### config.mk
export PLATFORM = sky130hd
export DESIGN_NAME = sram_async_ctrl
export DESIGN_NICKNAME = d
export VERILOG_FILES = /design/src/rtl/sram_async_ctrl.sv
export SDC_FILE = /design/constraint.sdc
export NUM_CORES = 1
export LEC_CHECK = 0
export BUFFER_PORTS_ARGS = -buffer_cell sky130_fd_sc_hd__buf_4
export CAP_MARGIN = 20
export CORE_UTILIZATION = 50
export DETAILED_ROUTE_END_ITERATION = 8
export PLACE_DENSITY_LB_ADDON = 0.08
export SYNTH_ARGS = -nofsm -noshare
export SYNTH_HDL_FRONTEND = slang
export SYNTH_SLANG_ARGS = --single-unit
export TNS_END_PERCENT = 10
### constraint.sdc
create_clock -name clk -period 3.95 [get_ports clk]
set_clock_uncertainty 0.1 [all_clocks]
set_input_delay 0.1975 -clock clk [delete_from_list [all_inputs] [get_ports clk]]
set_output_delay 0.1975 -clock clk [all_outputs]
set_load 0.02 [all_outputs]
### src/rtl/sram_async_ctrl.sv
module sram_async_ctrl #(
  parameter int ADDR_W   = 13,
  parameter int DATA_W   = 8,
  parameter int CLK_NS   = 20,
  parameter int T_AA_NS  = 55,
  parameter int T_PWE_NS = 25,
  parameter int T_SD_NS  = 25,
  parameter int T_AW_NS  = 40,
  parameter int T_WC_NS  = 50,
  parameter int T_HZ_NS  = 20
) (
  input  logic              clk,
  input  logic              rst,
  input  logic              req_valid,
  input  logic              req_write,
  input  logic [ADDR_W-1:0] req_addr,
  input  logic [DATA_W-1:0] req_wdata,
  output logic              ready,
  output logic [DATA_W-1:0] rdata,
  output logic [ADDR_W-1:0] mem_addr,
  output logic [DATA_W-1:0] mem_dout,
  output logic              mem_doe,
  input  logic [DATA_W-1:0] mem_din,
  output logic              mem_ce1_n,
  output logic              mem_ce2,
  output logic              mem_oe_n,
  output logic              mem_we_n
);

  function automatic int to_cyc(input int ns);
    int c;
    c = (ns + CLK_NS - 1) / CLK_NS;
    return (c < 1) ? 1 : c;
  endfunction

  function automatic int imax(input int a, input int b);
    return (a > b) ? a : b;
  endfunction

  localparam int RD_CYC = to_cyc(T_AA_NS);
  localparam int WP_CYC = to_cyc(imax(imax(T_PWE_NS, T_SD_NS),
                                      imax(T_AW_NS - CLK_NS, T_WC_NS - 2 * CLK_NS)));
  localparam int TA_CYC = to_cyc(T_HZ_NS);
  localparam int CW     = $clog2(imax(imax(RD_CYC, WP_CYC), TA_CYC) + 1);

  typedef enum logic [2:0] {
    S_IDLE, S_RD_ACC, S_RD_CAP, S_WR_SET, S_WR_PULSE, S_TURN
  } phase_t;

  phase_t          state, nxt;
  logic [CW-1:0]   cnt, cnt_load;
  logic [CW-1:0]   oe_hi;
  logic            rel_ok;

  assign rel_ok = (oe_hi == CW'(TA_CYC));

  always_comb begin
    nxt = state;
    case (state)
      S_IDLE:     if (req_valid) nxt = req_write ? S_WR_SET : S_RD_ACC;
      S_RD_ACC:   if (cnt == '0) nxt = S_RD_CAP;
      S_RD_CAP:   nxt = S_TURN;
      S_WR_SET:   if (mem_doe) nxt = S_WR_PULSE;
      S_WR_PULSE: if (cnt == '0) nxt = S_TURN;
      S_TURN:     if (cnt == '0) nxt = S_IDLE;
      default:    nxt = S_IDLE;
    endcase
  end

  always_comb begin
    case (nxt)
      S_RD_ACC:   cnt_load = CW'(RD_CYC - 1);
      S_WR_PULSE: cnt_load = CW'(WP_CYC - 1);
      S_TURN:     cnt_load = CW'(TA_CYC - 1);
      default:    cnt_load = '0;
    endcase
  end

  always_ff @(posedge clk) begin
    if (rst) begin
      state     <= S_IDLE;
      cnt       <= '0;
      oe_hi     <= '0;
      mem_addr  <= '0;
      mem_dout  <= '0;
      rdata     <= '0;
      ready     <= 1'b0;
      mem_doe   <= 1'b0;
      mem_ce1_n <= 1'b1;
      mem_ce2   <= 1'b0;
      mem_oe_n  <= 1'b1;
      mem_we_n  <= 1'b1;
    end else begin
      state <= nxt;
      if (nxt != state)   cnt <= cnt_load;
      else if (cnt != '0) cnt <= cnt - 1'b1;

      if (!mem_oe_n)   oe_hi <= '0;
      else if (!rel_ok) oe_hi <= oe_hi + 1'b1;

      if (state == S_IDLE && req_valid) begin
        mem_addr <= req_addr;
        mem_dout <= req_wdata;
      end
      if (state == S_RD_ACC && nxt == S_RD_CAP) rdata <= mem_din;

      ready     <= (state == S_RD_ACC && nxt == S_RD_CAP) ||
                   (state == S_WR_PULSE && nxt == S_TURN);
      mem_ce1_n <= (nxt == S_IDLE);
      mem_ce2   <= (nxt != S_IDLE);
      mem_oe_n  <= (nxt != S_RD_ACC);
      mem_we_n  <= (nxt != S_WR_PULSE);
      mem_doe   <= ((nxt == S_WR_SET || nxt == S_WR_PULSE) && rel_ok) ||
                   (state == S_WR_PULSE && nxt == S_TURN);
    end
  end

  AST_RESET_IDLE: assert property (@(posedge clk)
    rst |=> (mem_ce1_n && !mem_ce2 && mem_oe_n && mem_we_n && !mem_doe && !ready));
  AST_WE_SELECTED: assert property (@(posedge clk) disable iff (rst)
    !mem_we_n |-> (!mem_ce1_n && mem_ce2 && mem_doe));
  AST_OE_WE_EXCL: assert property (@(posedge clk) disable iff (rst)
    !(!mem_oe_n && !mem_we_n));
  AST_NO_CONTENTION: assert property (@(posedge clk) disable iff (rst)
    mem_doe |-> mem_oe_n);
  AST_DRIVE_AFTER_OE: assert property (@(posedge clk) disable iff (rst)
    $rose(mem_doe) |-> $past(mem_oe_n));
  AST_WRITE_HOLD: assert property (@(posedge clk) disable iff (rst)
    $rose(mem_we_n) |-> (mem_doe && $stable(mem_dout) && $stable(mem_addr)));
  AST_DRIVE_OFF: assert property (@(posedge clk) disable iff (rst)
    $rose(mem_we_n) |=> !mem_doe);
  AST_READY_PULSE: assert property (@(posedge clk) disable iff (rst)
    ready |=> !ready);
  AST_ADDR_LOCKED: assert property (@(posedge clk) disable iff (rst)
    !mem_ce1_n |=> $stable(mem_addr));

endmodule

==> out/summary.txt, run 1 <==
outcome: completed
GR Util All Layers: 26.2%
post-CTS sizing: 0
commonest non-fill, non-tap cell in the layout: buf_4
largest cells by area after synthesis: dfxtp_1 (51%), nand2_1 (15%), a21oi_1 (10%)
Max-cap violations: 0
peak supply drop: 0.457 mV
Final GP Congestion: 0.797
class of the worst hold path: input port to flop
asr flop ratio synth: 0%
initial antenna violation count: 0
final period utilization: 50.2%
die area: 3540 um2
Slew headroom: 46.8%
hold_sp: rst
Crit Path Max Fanout: 10
worst endpoint required time: 4.10 ns
worst r2r src: cnt[0]
DR WL/cell: 13.6 um
routed wire length: 4600 um
Top FF cell, synth: dfxtp_1
Mapped Nets: 239
via count of the routed design: 1727
detailed placement HPWL: 2510 um
num rows: 20
Vias/cell: 5.09
Top Ports: 68
GR Overflow Total: 0
most frequent cells in the layout: buf_4 (68), nand2_1 (64), dfxtp_1 (42), a21oi_1 (34), dlygate4sd3_1 (29)
Yosys reg bits: 42
RSZ-0062 raised after global routing: no
Sw Pwr: 0.687 mW
setup TNS: 0 ns
Longest Clk Path Bufs: 2
Static Leak: 1.10 nW
crit path from: cnt[0]
CP endpoint kind: flop
PwrDens: 677 nW/um2
sequential fraction of the synthesis area: 50.9%
final setup vio count: 0
# nets final: 330
Logic pwr share: 46.5%
largest net degree at the start of global routing: 43
Synth top area share: 50.9%
Yosys cell types: 34
sw frac: 40.1%
DIE HEIGHT: 59.5 um
diode count: 0
EDFF count, synth: 0
critical path arrival: 2.14 ns
vias in the first global route: 1671
Period minus WS final: 1.98 ns
CTS tree: built
DRT iter0 DRCs: 74
Max H-tree Level: 2
first-pass GRT wire length: 6830 um
TritonRoute pass-1 iters: 4
Core Area: 3100 um2
IO Port Bufs: 67
Clk Latency, worst-skew pair: 0.35 ns
warnings from Yosys: 0
hold_ws: 0.147 ns
final hold vios: 0
share of layout cells above drive strength 1: 26.1%
initial core utilization: 53.3%
DRC: 0
Setup CP Type: flop to flop
sequential cell fraction of total power: 37.1%
clock share of power: 16.4%
cts bufs inserted: 5
post-synthesis cell count: 204
Int Power: 1.02 mW
syn avg cell area: 8.10 um2
Num Clock Sinks: 42
CP Launch Type: flop
Worst Tran Pin Value: 0.796 ns
area leader, netlist: dfxtp_1
Die X: 59.5 um
max-slew violations: 0
Syn-to-layout area delta: 53.0%
Netlist Area Pre-Place: 1650 um2
CTS clk-pin slew, worst paths: 0.12 ns
Achievable Freq: 0.504 GHz
CTS root buf: clkbuf_4
Final ANT Viol Nets: 0
per-stage QoR:
step | util (%) | power (mW) | setup slack (ns) | std cells | instance area, um2
global placement | 69.5 | 1.38 | 2.03 | 303 | 2160
floorplan | - | 1.16 | 2.06 | 204 | 1650
finish | 81.5 | 1.71 | 1.97 | 339 | 2530
CTS | 81.5 | 1.70 | 1.97 | 339 | 2530
global route | 81.5 | 1.83 | 1.86 | 339 | 2530
detailed placement | 69.5 | 1.40 | 1.98 | 303 | 2160
worst paths after layout:
check        slack [ns]  cells past startpoint  endpoint
max reg2reg        1.97                      6  mem_oe_n
max                1.97                      6  mem_oe_n
min reg2reg        0.36                      2  rdata[2]
min                0.15                      2  state[0]
cells in the mapped netlist (2+ instances only):
library cell  instances
clkbuf_1              8
o21ai_0               2
a21oi_1              34
buf_2                 3
nand2_1              64
xor2_1                2
nor2b_1               6
nand2b_1              3
ha_1                  2
or2_0                 2
buf_6                 2
dfxtp_1              42
nor2_1                7
nand3b_1              2
inv_1                 6
cell families after synthesis:
kind of cell / Yosys count / synth area share, %
AO/OA/AOI/OAI: 49 / 17.5
flip-flops: 42 / 50.9
buffers and inverters: 19 / 5.45
AND/OR/NAND/NOR: 90 / 23.6
XOR/XNOR: 2 / 1.06
adder cells (fa/ha/maj): 2 / 1.51
what timing repair did:
item,4_1_cts,5_1_grt
endpoints found under the setup margin,0,0
buffers inserted,0,0
hold buffers,29,0
hold endpoints to repair,29,0
final cells by class:
cell class                      instances  area, um2
Inverter                                6       22.5
Clock inverter                          1       30.0
Timing Repair Buffer                   97        801
Clock buffer                            6       51.3
Sequential cell                        42        841
Tap cell                               44       55.1
Multi-Input combinational cell        143        728
Fill cell                             199        574
power groups by stage:
stage	clock network [mW]	registers, mW	logic (mW)
floorplan	0	0.720	0.441
global placement	0	0.637	0.745
detailed placement	0	0.640	0.759
CTS	0.286	0.630	0.786
global route	0.301	0.649	0.875
finish	0.280	0.635	0.796
flip-flops by register name, summed over array words and instances (netlist names):
signal	cells
cnt	2
mem_addr	13
mem_ce1_n	1
mem_ce2	1
mem_doe	1
mem_dout	8
mem_oe_n	1
mem_we_n	1
oe_hi	2
rdata	8
ready	1
state	3
per-layer routing:
layer  vias to the layer above  track usage [%]  routed length (um)
met4                         0             15.9                 140
met2                        67             49.1                2350
li1                        850                -                   -
met5                         -                0                   0
met3                        18             6.99                 291
met1                       792             25.0                1820
worst max-delay path, stage by stage (launching register included):
cell	delay, ns
dfxtp_1	0.36
inv_1	0.05
ha_1	0.30
or2_0	0.23
a32o_1	0.29
or2_0	0.25
or3_1	0.30
Note: power is estimated with default switching activity, not from simulation.
==> inputs of run 2 (changes only) <==
Settings changed: CORE_UTILIZATION 50 to 42.
Clock period 3.95 ns to 1.7 ns, I/O delays scaled along.
==> out/summary.txt, run 2 (synthesized netlist as in run 1, its figures left out) <==
Core Area: 3720 um2 (was 3100 um2)
num rows: 22 (was 20)
Final GP Congestion: 0.830 (was 0.797)
commonest non-fill, non-tap cell in the layout: buf_4 (unchanged)
die area: 4190 um2 (was 3540 um2)
CTS root buf: clkbuf_8 (was clkbuf_4)
final period utilization: 101% (was 50.2%)
TritonRoute pass-1 iters: 4 (unchanged)
initial core utilization: 44.5% (was 53.3%)
Reg with most FFs: mem_addr (unchanged)
violated checks: negative setup slack
routed wire length: 4110 um (was 4600 um)
Worst Tran Pin Value: 0.426 ns (was 0.796 ns)
critical path arrival: 1.79 ns (was 2.14 ns)
vias in the first global route: 1566 (was 1671)
hold_ws: 0.107 ns (was 0.147 ns)
class of the worst hold path: input port to flop (unchanged)
FILL cells: 322 (was 199)
Die X: 64.7 um (was 59.5 um)
final setup vio count: 1 (was 0)
met3 Resource Use GR: 5.99% (was 6.99%)
cts bufs inserted: 5 (unchanged)
Period minus WS final: 1.71 ns (was 1.98 ns)
CTS clk-pin slew, worst paths: 0.08 ns (was 0.12 ns)
Vias/cell: 4.72 (was 5.09)
DIE HEIGHT: 64.7 um (was 59.5 um)
DRC: 0 (unchanged)
worst endpoint required time: 1.78 ns (was 4.10 ns)
Num Clock Sinks: 42 (unchanged)
Clk Latency, worst-skew pair: 0.29 ns (was 0.35 ns)
Inst Count DP: 313 (was 303)
RSZ-0062 raised after global routing: yes (was no)
CP Launch Type: flop (unchanged)
max-slew violations: 0 (unchanged)
Final ANT Viol Nets: 0 (unchanged)
initial antenna violation count: 0 (unchanged)
Slew headroom: 71.6% (was 46.8%)
largest net degree at the start of global routing: 43 (unchanged)
PwrDens: 1590 nW/um2 (was 677 nW/um2)
CP endpoint kind: flop (unchanged)
outcome: finished with violations (was completed)
diode count: 0 (unchanged)
GR Overflow Total: 0 (unchanged)
post-layout util: 71.2% (was 81.5%)
# nets final: 338 (was 330)
via count of the routed design: 1661 (was 1727)
GR Util All Layers: 20.3% (was 26.2%)
first-pass GRT wire length: 6600 um (was 6830 um)
layer with the highest usage: met2 (unchanged)
Max H-tree Level: 2 (unchanged)
placed inst area: 2210 um2 (was 2160 um2)
share of layout cells above drive strength 1: 31.6% (was 26.1%)
Max-cap violations: 0 (unchanged)
CTS tree: built (unchanged)
Syn-to-layout area delta: 60.1% (was 53.0%)
Final Cell Area: 2650 um2 (was 2530 um2)
Largest regs: mem_addr: 13 flops, mem_dout: 8 flops, rdata: 8 flops (unchanged)
Pwr Total: 4.21 mW (was 1.71 mW)
Longest Clk Path Bufs: 2 (unchanged)
peak supply drop: 0.878 mV (was 0.457 mV)
Post-Layout Cell Count: 352 (was 339)
Crit Path Max Fanout: 2 (was 10)
GR Layer Usage met1: 22.8% (was 25.0%)
final hold vios: 0 (unchanged)
max FFs per register: 13 (unchanged)
DR WL/cell: 11.7 um (was 13.6 um)
met2 Use GR: 35.4% (was 49.1%)
Static Leak: 1.15 nW (was 1.10 nW)
most frequent cells in the layout: buf_4 (76), nand2_1 (64), dfxtp_1 (40), a21oi_1 (33), dlygate4sd3_1 (29) (was buf_4 (68), nand2_1 (64), dfxtp_1 (42), a21oi_1 (34), dlygate4sd3_1 (29))
Setup CP Type: flop to flop (unchanged)
DRT iter0 DRCs: 69 (was 74)
detailed placement HPWL: 2490 um (was 2510 um)
Top Ports: 68 (unchanged)
Final WS setup: -0.0108 ns (was 1.97 ns)
IO Port Bufs: 67 (unchanged)
Achievable Freq: 0.585 GHz (was 0.504 GHz)
run 2: cell count changes in the layout (fill, tap and decap cells not counted), sizes merged:
| cell | before | now |
|---|---|---|
| clkinv | 0 | 1 |
| clkinvlp | 0 | 1 |
| buf | 68 | 76 |
| bufinv | 1 | 0 |
run 2: power by group:
group / internal (mW) / switching [mW]
sequential: 1.27 / 0.193
clock: 0.326 / 0.338
combinational: 0.945 / 1.14
total: 2.54 / 1.67
run 2: cell type report:
type / instances / area [um2] / area share [%]
Tap cell: 48 / 60.1 / 2.27
Inverter: 6 / 22.5 / 0.851
Timing Repair Buffer: 105 / 861 / 32.5
Sequential cell: 42 / 843 / 31.9
Clock inverter: 2 / 12.5 / 0.473
Multi-Input combinational cell: 143 / 764 / 28.9
Clock buffer: 6 / 82.6 / 3.12
run 2: per-stage QoR:
| stage | worst slack (ns) | TNS (ns) |
|---|---|---|
| after floorplan | -0.115 | -0.115 |
| after detailed placement | -0.0494 | -0.0494 |
| final | -0.0108 | -0.0108 |
| after global routing | -0.109 | -0.249 |
| after CTS | -0.0126 | -0.0126 |
| after global placement | -0.0115 | -0.0115 |
run 2: worst paths after layout:
path / startpoint / endpoint / slack, ns / depth (start not counted)
setup reg to reg: cnt[0] / mem_oe_n / -0.01 / 6
hold reg to reg: mem_addr[10] / mem_addr[10] / 0.36 / 2
hold / removal: rst / state[0] / 0.11 / 2
setup / recovery: cnt[0] / mem_oe_n / -0.01 / 6
run 2: metal layers:
layer	routed length, um	vias to the layer above
li1	-	869
met5	0	-
met3	177	6
met4	59	0
met1	1830	740
met2	2040	46
run 2: what timing repair did:
item | in CTS | in global routing
endpoints found under the setup margin | 3 | 11
pin swaps | 1 | 1
hold buffers | 29 | 0
buffers inserted | 2 | 0
resized for setup | 4 | 5
endpoints found under the hold margin | 29 | 0
run 2: critical path: stages (launching register included):
cell     delay (ns)
dfxtp_2        0.34
inv_2          0.04
ha_4           0.14
or2_0          0.19
a32o_2         0.27
or2_0          0.21
or3_1          0.30
